==> config.mk <==
export PLATFORM = sky130hd
export DESIGN_NAME = mpwm_six
export DESIGN_NICKNAME = d
export VERILOG_FILES = /design/src/rtl/mpwm_pkg.sv /design/src/rtl/mpwm_regs.sv /design/src/rtl/mpwm_timebase.sv /design/src/rtl/mpwm_pair.sv /design/src/rtl/mpwm_six.sv
export SDC_FILE = /design/constraint.sdc
export NUM_CORES = 1
export LEC_CHECK = 0
export ABC_AREA = 1
export BUFFER_PORTS_ARGS = -buffer_cell sky130_fd_sc_hd__buf_2
export CAP_MARGIN = 25
export CORE_MARGIN = 1.5
export CORE_UTILIZATION = 40
export DETAILED_ROUTE_END_ITERATION = 16
export PLACE_DENSITY = 0.58
export SLEW_MARGIN = 20
export SYNTH_ARGS = -nofsm -noshare
export SYNTH_HDL_FRONTEND = slang
export SYNTH_SLANG_ARGS = --single-unit
export TNS_END_PERCENT = 20
==> constraint.sdc <==
create_clock -name clk -period 1.95 [get_ports clk]
set_clock_uncertainty 0.15 [all_clocks]
set_input_delay 0.2925 -clock clk [delete_from_list [all_inputs] [get_ports clk]]
set_output_delay 0.2925 -clock clk [all_outputs]
set_load 0.005 [all_outputs]
==> src/rtl/mpwm_pkg.sv <==
package mpwm_pkg;
  localparam int CNT_W   = 12;
  localparam int DUTY_W  = 16;
  localparam int DB_W    = 8;
  localparam int PAIRS   = 3;
  localparam int ADDR_W  = 4;

  // register addresses
  localparam int RA_CTRL   = 0;
  localparam int RA_GATE   = 1;
  localparam int RA_DBAND  = 2;
  localparam int RA_RELOAD = 3;
  localparam int RA_DUTY0  = 4;
endpackage

==> src/rtl/mpwm_regs.sv <==
module mpwm_regs
  import mpwm_pkg::*;
#(
  parameter int P_PAIRS  = PAIRS,
  parameter int P_CNT_W  = CNT_W,
  parameter int P_DUTY_W = DUTY_W,
  parameter int P_DB_W   = DB_W,
  parameter int P_ADDR_W = ADDR_W,
  localparam int NCH     = 2 * P_PAIRS
) (
  input  logic                            clk,
  input  logic                            rst_n,
  input  logic                            wr_en,
  input  logic [P_ADDR_W-1:0]             wr_addr,
  input  logic [P_DUTY_W-1:0]             wr_data,
  output logic                            en,
  output logic                            indep,
  output logic [P_PAIRS-1:0]              pol,
  output logic                            gate,
  output logic [NCH-1:0]                  mask,
  output logic [P_DB_W-1:0]               dband,
  output logic [P_CNT_W-1:0]              reload,
  output logic [NCH-1:0][P_DUTY_W-1:0]    duty
);

  logic hit_ctrl, hit_gate, hit_db, hit_rl;

  assign hit_ctrl = wr_en && (wr_addr == P_ADDR_W'(RA_CTRL));
  assign hit_gate = wr_en && (wr_addr == P_ADDR_W'(RA_GATE));
  assign hit_db   = wr_en && (wr_addr == P_ADDR_W'(RA_DBAND));
  assign hit_rl   = wr_en && (wr_addr == P_ADDR_W'(RA_RELOAD));

  always_ff @(posedge clk) begin
    if (!rst_n) begin
      en     <= 1'b0;
      indep  <= 1'b0;
      pol    <= '0;
      gate   <= 1'b0;
      mask   <= '0;
      dband  <= '0;
      reload <= '0;
    end else begin
      if (hit_ctrl) begin
        en  <= wr_data[0];
        pol <= wr_data[2 +: P_PAIRS];
        if (!en) indep <= wr_data[1];   // mode locked while running
      end
      if (hit_gate) begin
        gate <= wr_data[0];
        mask <= wr_data[1 +: NCH];
      end
      if (hit_db) dband  <= wr_data[P_DB_W-1:0];
      if (hit_rl) reload <= wr_data[P_CNT_W-1:0];
    end
  end

  for (genvar k = 0; k < NCH; k++) begin : g_duty
    always_ff @(posedge clk) begin
      if (!rst_n) duty[k] <= '0;
      else if (wr_en && (wr_addr == P_ADDR_W'(RA_DUTY0 + k))) duty[k] <= wr_data;
    end
  end

  AST_MODE_LOCKED: assert property (@(posedge clk) disable iff (!rst_n)
    $past(en) |-> (indep == $past(indep)));

endmodule

==> src/rtl/mpwm_timebase.sv <==
module mpwm_timebase
  import mpwm_pkg::*;
#(
  parameter int P_PAIRS  = PAIRS,
  parameter int P_CNT_W  = CNT_W,
  parameter int P_DUTY_W = DUTY_W,
  localparam int NCH     = 2 * P_PAIRS
) (
  input  logic                          clk,
  input  logic                          rst_n,
  input  logic                          en,
  input  logic [P_CNT_W-1:0]            reload,
  input  logic [NCH-1:0][P_DUTY_W-1:0]  duty_in,
  output logic [P_CNT_W-1:0]            cnt,
  output logic [NCH-1:0][P_DUTY_W-1:0]  duty_act
);

  logic [P_CNT_W-1:0] reload_act;
  logic               wrap;
  logic               take;

  assign wrap = (cnt == reload_act);
  assign take = !en || wrap;

  always_ff @(posedge clk) begin
    if (!rst_n) begin
      cnt        <= '0;
      reload_act <= '0;
      duty_act   <= '0;
    end else begin
      if (!en || wrap) cnt <= '0;
      else             cnt <= cnt + 1'b1;
      if (take) begin
        reload_act <= reload;
        duty_act   <= duty_in;
      end
    end
  end

  AST_CNT_IN_RANGE: assert property (@(posedge clk) disable iff (!rst_n)
    cnt <= reload_act);

  AST_CNT_HELD: assert property (@(posedge clk) disable iff (!rst_n)
    !en |=> (cnt == '0));

endmodule

==> src/rtl/mpwm_pair.sv <==
module mpwm_pair
  import mpwm_pkg::*;
#(
  parameter int P_CNT_W  = CNT_W,
  parameter int P_DUTY_W = DUTY_W,
  parameter int P_DB_W   = DB_W
) (
  input  logic                 clk,
  input  logic                 rst_n,
  input  logic                 en,
  input  logic                 indep,
  input  logic                 pol,
  input  logic [P_DB_W-1:0]    dband,
  input  logic                 gate,
  input  logic [1:0]           mask,
  input  logic [P_CNT_W-1:0]   cnt,
  input  logic [P_DUTY_W-1:0]  duty_hi,
  input  logic [P_DUTY_W-1:0]  duty_lo,
  output logic [1:0]           out
);

  localparam logic [P_DB_W-1:0] RUN_MAX = '1;

  logic signed [P_DUTY_W:0] cnt_s;
  logic                     below_hi, below_lo;
  logic [1:0]               raw;
  logic [P_DB_W-1:0]        db_eff;

  assign cnt_s    = $signed({{(P_DUTY_W + 1 - P_CNT_W){1'b0}}, cnt});
  assign below_hi = $signed({duty_hi[P_DUTY_W-1], duty_hi}) > cnt_s;
  assign below_lo = $signed({duty_lo[P_DUTY_W-1], duty_lo}) > cnt_s;

  assign raw[0] = below_hi ^ pol;
  assign raw[1] = indep ? (below_lo ^ pol) : !(below_hi ^ pol);
  assign db_eff = indep ? '0 : dband;

  for (genvar s = 0; s < 2; s++) begin : g_side
    logic [P_DB_W-1:0] run;   // consecutive undelayed-ON cycles seen so far
    always_ff @(posedge clk) begin
      if (!rst_n) begin
        run    <= '0;
        out[s] <= 1'b0;
      end else begin
        if (en && raw[s]) run <= (run == RUN_MAX) ? run : run + 1'b1;
        else              run <= '0;
        out[s] <= en && raw[s] && (run >= db_eff) && !(gate && mask[s]);
      end
    end

    AST_MASKED_OFF: assert property (@(posedge clk) disable iff (!rst_n)
      (gate && mask[s]) |=> !out[s]);
  end

  AST_PAIR_EXCLUSIVE: assert property (@(posedge clk) disable iff (!rst_n)
    !indep |-> !(out[0] && out[1]));

  AST_OFF_DISABLED: assert property (@(posedge clk) disable iff (!rst_n)
    !en |=> (out == 2'b00));

endmodule

==> src/rtl/mpwm_six.sv <==
module mpwm_six
  import mpwm_pkg::*;
#(
  parameter int P_PAIRS  = PAIRS,
  parameter int P_CNT_W  = CNT_W,
  parameter int P_DUTY_W = DUTY_W,
  parameter int P_DB_W   = DB_W,
  parameter int P_ADDR_W = ADDR_W,
  localparam int NCH     = 2 * P_PAIRS
) (
  input  logic                clk,
  input  logic                rst_n,
  input  logic                wr_en,
  input  logic [P_ADDR_W-1:0] wr_addr,
  input  logic [P_DUTY_W-1:0] wr_data,
  output logic [NCH-1:0]      pwm_o
);

  logic                          en, indep, gate;
  logic [P_PAIRS-1:0]            pol;
  logic [NCH-1:0]                mask;
  logic [P_DB_W-1:0]             dband;
  logic [P_CNT_W-1:0]            reload, cnt;
  logic [NCH-1:0][P_DUTY_W-1:0]  duty, duty_act;

  mpwm_regs #(
    .P_PAIRS(P_PAIRS), .P_CNT_W(P_CNT_W), .P_DUTY_W(P_DUTY_W),
    .P_DB_W(P_DB_W), .P_ADDR_W(P_ADDR_W)
  ) u_regs (
    .clk(clk), .rst_n(rst_n), .wr_en(wr_en), .wr_addr(wr_addr), .wr_data(wr_data),
    .en(en), .indep(indep), .pol(pol), .gate(gate), .mask(mask),
    .dband(dband), .reload(reload), .duty(duty)
  );

  mpwm_timebase #(
    .P_PAIRS(P_PAIRS), .P_CNT_W(P_CNT_W), .P_DUTY_W(P_DUTY_W)
  ) u_tb (
    .clk(clk), .rst_n(rst_n), .en(en), .reload(reload), .duty_in(duty),
    .cnt(cnt), .duty_act(duty_act)
  );

  for (genvar p = 0; p < P_PAIRS; p++) begin : g_pair
    mpwm_pair #(
      .P_CNT_W(P_CNT_W), .P_DUTY_W(P_DUTY_W), .P_DB_W(P_DB_W)
    ) u_pair (
      .clk(clk), .rst_n(rst_n), .en(en), .indep(indep), .pol(pol[p]),
      .dband(dband), .gate(gate), .mask(mask[2*p +: 2]), .cnt(cnt),
      .duty_hi(duty_act[2*p]), .duty_lo(duty_act[2*p+1]),
      .out(pwm_o[2*p +: 2])
    );
  end

endmodule

==> impl_metrics.yaml, run 1 <==
clock_network:
  cts_num_sinks: 302
  cts_tree: "yes"
  cts.htree.levels: 2
  clockBufferDepth: 3
  clk_pin_slew_ns: 0.06
  insertion_delay_ns: 0.53
  cts_root_buf: "clkbuf_16"
  cts_buffers: 35
timing:
  fmax_mhz: 457
  maxSlewViolCount: 0
  grt_setup_unrepaired: "yes"
  period_needed_ns: 2.19
  fin_ws_ns: -0.240
  setup_viol: 173
  fin_crit_sh_pct: 112
  hold_violations: 0
  tightest_slew_ns: 0.666
  maxSlewHeadroom_pct: 55.5
  timing.hold.ws_ns: 0.0233
critical_path:
  cp_num_buf_inv: 3
  end_kind: "register"
  cp.arrival_ns: 2.48
  cpMaxStageDelayCell: "dfxtp_2"
  setup.worst_path.start_class: "register"
  criticalPathCategory: "reg2reg"
  cp_max_fo: 6
  required_ns: 2.24
  crit_path_start: "u_tb.cnt[5]"
  crit_family: "simple AND/OR/NAND/NOR gates"
  cp_cell_sequence: "inv_4 -> buf_6 -> ha_4 -> nand2_1 -> nor2_4 -> nand2_1 -> nand2_1 -> nand2_1 -> nand2_2 -> nand4_1 -> nand3_4 -> nand3_4 -> clkbuf_16 -> nor2_1"
  path_common_cell: "nand2_1"
  rr_startpoint: "u_tb.cnt[5]"
  cp_slowest_stage_delay_ns: 0.35
logic_synthesis:
  synth.top_cell.area_share_pct: 42.9
  ys.flop_type: "dfxtp_1"
  ys_seq_elements: 302
  synth-warning-count: 0
  syn_nets: 2016
  synth_common_cells: "nor2_1, dfxtp_1, o21ai_0, nand2_1, ha_1"
  netlist_area_mm2: 0.0141
  synth_cell_types: 37
  synth_area_leaders: "dfxtp_1, nor2_1, ha_1, o21ai_0, nand2_1"
  synth_edf_count: 0
  synth_area_per_cell_um2: 7.55
  synth_most_common_cell: "nor2_1"
  synthCells: 1866
  synth-seq-area-share_pct: 42.9
  synth_area_leader_cell: "dfxtp_1"
  postSynth.asyncResetShare_pct: 0
route:
  drc: 0
  ant_nets: 0
  dr.first_iter.drc_count: 758
  via_per_inst: 5.05
  wl_per_cell_um: 15.9
  vias: 12410
  wirelength_um: 39000
  firstDrtPassIters: 5
die:
  start_util_pct: 40.7
  core_mm2: 0.0346
  die_w_um: 191
  die-area_mm2: 0.0363
  dieHeight_um: 191
  rows: 68
  pin_count: 29
cells_and_area:
  diodes: 0
  area_growth_pct: 25.4
  drive_above_1_share_pct: 18.8
  finalNetCount: 2131
  instances_no_fill: 2455
placed_design:
  io_buffer_count: 28
  gp_congestion: 0.831
  post-place-cells: 2380
  dp_hpwl_um: 25900
power_and_ir_drop:
  power.static_leakage_nw: 7.56
  p_per_area_mw_per_mm2: 784
  ir_drop_mv: 0.638
global_route:
  grt_pass1_vias: 11749
  grt_max_degree: 87
  grt_usage_pct: 21.5
  grt.overflow.total: 0
  antenna_found_initial: 0
  grt_pass1_wl_um: 62000
min_path:
  min_from: "wr_data[7]"
  hold_path.class: "in2reg"
outcome:
  outcome: "complete, but fails checks"
  violations: "negative setup slack"
run:
  cap_viol_max_count: 0
-- tightest hold or removal path: stages --
cell	delay (ns)
buf_2	0.19
nor2_1	0.12
nor2_1	0.05
-- cell families (layout without fill, tap and decap cells) --
family / count (synthesis) / after routing / share of synthesized area [%]
DFF: 302 / 302 / 42.9
xor gates and xnor gates: 47 / 47 / 2.92
adders and majority gates: 127 / 127 / 11.3
buffers and inverters: 189 / 322 / 5.54
and+or+nand+nor: 840 / 841 / 24.0
AOI/OAI and AO/OA: 358 / 358 / 13.1
muxes: 3 / 3 / 0.213
-- timing repair --
item                       CTS  global route
hold endpoints to repair    42             0
hold buffers                 9             0
gates resized for setup    114           108
pin swaps                   28            44
cloned                       2             1
setup endpoints to repair  174           174
buffers inserted             7             1
-- final cells by class --
class                   instances  area (um^2)
clock inverters                 8          141
fillers                      3312        17000
well taps                     455          569
repair buffers                149         1320
clock buffers                  48          975
flip-flops and latches        302         6070
inverters                     117          477
multi-input cells            1376         8110
-- stage by stage --
stage / power (W) / TNS [ns] / util (%) / worst slack [ns] / cell area [um^2]
6_report: 0.0139 / -23.10 / 51.0 / -0.240 / 17700
4_1_cts: 0.0139 / -19.87 / 49.6 / -0.217 / 17200
3_3_place_gp: 0.00731 / -35.97 / 44.5 / -0.451 / 15400
3_5_place_dp: 0.00733 / -40.83 / 44.5 / -0.481 / 15400
2_1_floorplan: 0.00698 / 0 / - / 0.0227 / 14100
5_1_grt: 0.0144 / -39.77 / 51.0 / -0.353 / 17700
-- power by group --
part | internal (W) | switching, W
registers | 0.00627 | 0.0000650
logic | 0.000402 | 0.000641
clock network | 0.00389 | 0.00259
-- flip-flops by register name, summed over array words and instances, names as in the netlist --
name                      cells
u_regs.duty                  96
u_tb.duty_act                96
g_pair.u_pair.g_side.run     48
u_regs.reload                12
u_tb.cnt                     12
u_tb.reload_act              12
u_regs.dband                  8
g_pair.u_pair.out             6
u_regs.mask                   6
u_regs.pol                    3
u_regs.en                     1
u_regs.gate                   1
u_regs.indep                  1
-- routing by layer --
layer / share of wire (%) / track usage (%) / wire length (um)
met4: 2.6 / 6.24 / 1030
met5: 0 / 0 / 0
met1: 48 / 29.7 / 18800
met3: 3.9 / 2.58 / 1530
met2: 45 / 35.1 / 17700
-- worst paths after layout --
check	slack, ns	endpoint	cells past startpoint
worst min-delay path	0.02	u_regs.duty[7]	3
worst min register to register	0.30	u_regs.reload[11]	2
worst max register to register	-0.24	g_pair[2].u_pair.g_side[1].run[7]	14
worst max-delay path	-0.24	g_pair[2].u_pair.g_side[1].run[7]	14
-- placed cells by master, fill, tap and decap left out, types with 11 or more instances in the layout --
cell and instances:
nor2_1 516, nand3_1 25, dfxtp_1 290, o21ai_1 29, nand2_2 22, clkbuf_16 36
buf_6 13, ha_1 100, nor3_1 11, inv_1 99, xor2_1 44, a21oi_1 65
buf_12 14, buf_4 84, a21oi_2 20, o21ai_0 222, nand2_1 154, nand4_1 20
ha_4 27, buf_2 27, nor2_2 45
Power figures use the tool's default switching activity.
==> inputs of run 2 (changes only) <==
Settings changed: SETUP_SLACK_MARGIN set to 0.1.
==> run 2 against run 1 <==
Effect of this change:
- the run still ends with negative setup slack left
- sequential share of layout area up 0.31 points
- critical path depth fell by 1
- worst setup slack gained 0.015 ns
- register-to-register slack better by 0.02 ns
- maximum frequency grew 0.70%
- global-route usage increased by 0.16 points
- via count about the same
- first-iteration DRC count fell by 16%
- sequential power hardly changed
- cell count increased by 0.29%
- critical endpoint unchanged
- largest cell class unchanged
- highest routed layer unchanged
==> impl_metrics.yaml, run 2 (synthesized netlist as in run 1, its figures left out) <==
outcome:
  outcome: "complete, but fails checks"
  violations: "negative setup slack"
cells_and_area:
  diodes: 0
  final_core_util_pct: 50.5
  num-fill-cells: 3384
  finalNetCount: 2129
  layout_common_cells: "nor2_1, dfxtp_1, o21ai_0"
  final_common_cell: "nor2_1"
  area_growth_pct: 24.2
  drive_above_1_share_pct: 17.4
  top_regs: "u_regs.duty (96), u_tb.duty_act (96), g_pair.u_pair.g_side.run (48)"
critical_path:
  cpMaxStageDelayCell: "dfxtp_2"
  cp_slowest_stage_delay_ns: 0.35
  end_kind: "register"
  cp.arrival_ns: 2.43
  cp_max_fo: 7
  cp_cell_sequence: "clkinvlp_4 -> buf_12 -> ha_4 -> nand2_2 -> nor3_4 -> nand2_1 -> nand2_1 -> nand2_1 -> nand2_1 -> nand3_2 -> nand3_4 -> clkbuf_16 -> nor2_4"
  path_common_cell: "nand2_1"
  criticalPathCategory: "reg2reg"
  setup.worst_path.start_class: "register"
  required_ns: 2.20
timing:
  maxSlewHeadroom_pct: 56.0
  hold_violations: 0
  tns_ns: -11.88
  timing.hold.ws_ns: 0.0296
  period_needed_ns: 2.18
  tightest_slew_ns: 0.660
  grt_setup_unrepaired: "yes"
  fin_ws_ns: -0.225
  fin_crit_sh_pct: 112
  setup_viol: 156
  fmax_mhz: 460
  maxSlewViolCount: 0
clock_network:
  clockBufferDepth: 3
  cts_buffers: 36
  cts_num_sinks: 302
  insertion_delay_ns: 0.54
  cts.htree.levels: 2
  clk_pin_slew_ns: 0.06
  cts_root_buf: "clkbuf_16"
  cts_tree: "yes"
die:
  die_w_um: 191
  rows: 68
  start_util_pct: 40.7
  dieHeight_um: 191
  die-area_mm2: 0.0363
  core_mm2: 0.0346
  pin_count: 29
route:
  wl_per_cell_um: 15.7
  wirelength_um: 38700
  dr.first_iter.drc_count: 636
  drc: 0
  via_per_inst: 5.04
  firstDrtPassIters: 5
  ant_nets: 0
  vias: 12405
global_route:
  grt_usage_pct: 21.7
  grt.overflow.total: 0
  grt_max_degree: 60
  antenna_found_initial: 0
  grt_pass1_vias: 12119
  grt_pass1_wl_um: 62800
power_and_ir_drop:
  power_w: 0.0143
  ir_drop_mv: 0.675
  power.static_leakage_nw: 7.54
  p_per_area_mw_per_mm2: 815
placed_design:
  place_ws_ns: -0.359
  io_buffer_count: 28
  dp_hpwl_um: 26200
  gp_congestion: 0.902
run:
  cap_viol_max_count: 0
min_path:
  hold_path.class: "in2reg"
run 2: where the power goes:
group | switching (W) | internal (W) | total [W]
combinational | 0.000631 | 0.000388 | 0.00102
clock | 0.00271 | 0.00420 | 0.00691
sequential | 0.0000603 | 0.00627 | 0.00633
run 2: repair_timing:
item	4_1_cts	5_1_grt
gates resized for setup	82	80
cloned	2	1
pin swaps	21	20
endpoints found under the hold margin	57	0
endpoints found under the setup margin	174	174
buffers inserted	1	0
hold buffers	10	0
run 2: path summary, 6_finish.rpt:
path	startpoint	to	slack, ns	cells after the start
min	wr_data[5]	u_regs.duty[69]	0.03	3
max reg2reg	u_tb.cnt[8]	g_pair[2].u_pair.g_side[1].run[7]	-0.23	13
max	u_tb.cnt[8]	g_pair[2].u_pair.g_side[1].run[7]	-0.23	13
min reg2reg	u_regs.mask[2]	g_pair[1].u_pair.out[0]	0.29	1
run 2: cell type report:
cell class | instances | area [um^2] | share of cell area (%)
clock buffer | 55 | 1060 | 6.08
timing repair buffer | 146 | 1230 | 7.02
multi-input combinational | 1376 | 7950 | 45.4
clock inverter | 11 | 160 | 0.916
inverter | 117 | 462 | 2.64
sequential | 302 | 6060 | 34.7
tap | 455 | 569 | 3.25
run 2: critical path: cells and delay by family, from the launching register on:
family        cells  cell delay (ns)
buf+inv           3             0.42
flops             1             0.35
fa+ha+maj         1             0.25
simple gates      9             0.87
run 2: stage by stage:
step / instance area (um^2) / cells
after detailed placement: 15400 / 2382
final: 17500 / 2462
after floorplan: 14100 / 1866
after global placement: 15400 / 2382
after CTS: 17100 / 2461
after global routing: 17500 / 2462
run 2: metal layers:
layer,vias up,part of all wire (%),GRT usage (%)
met4,0,2.7,7.12
li1,6332,-,-
met5,-,0,0
met1,5777,47,28.7
met2,224,46,36.3
met3,72,3.5,2.80
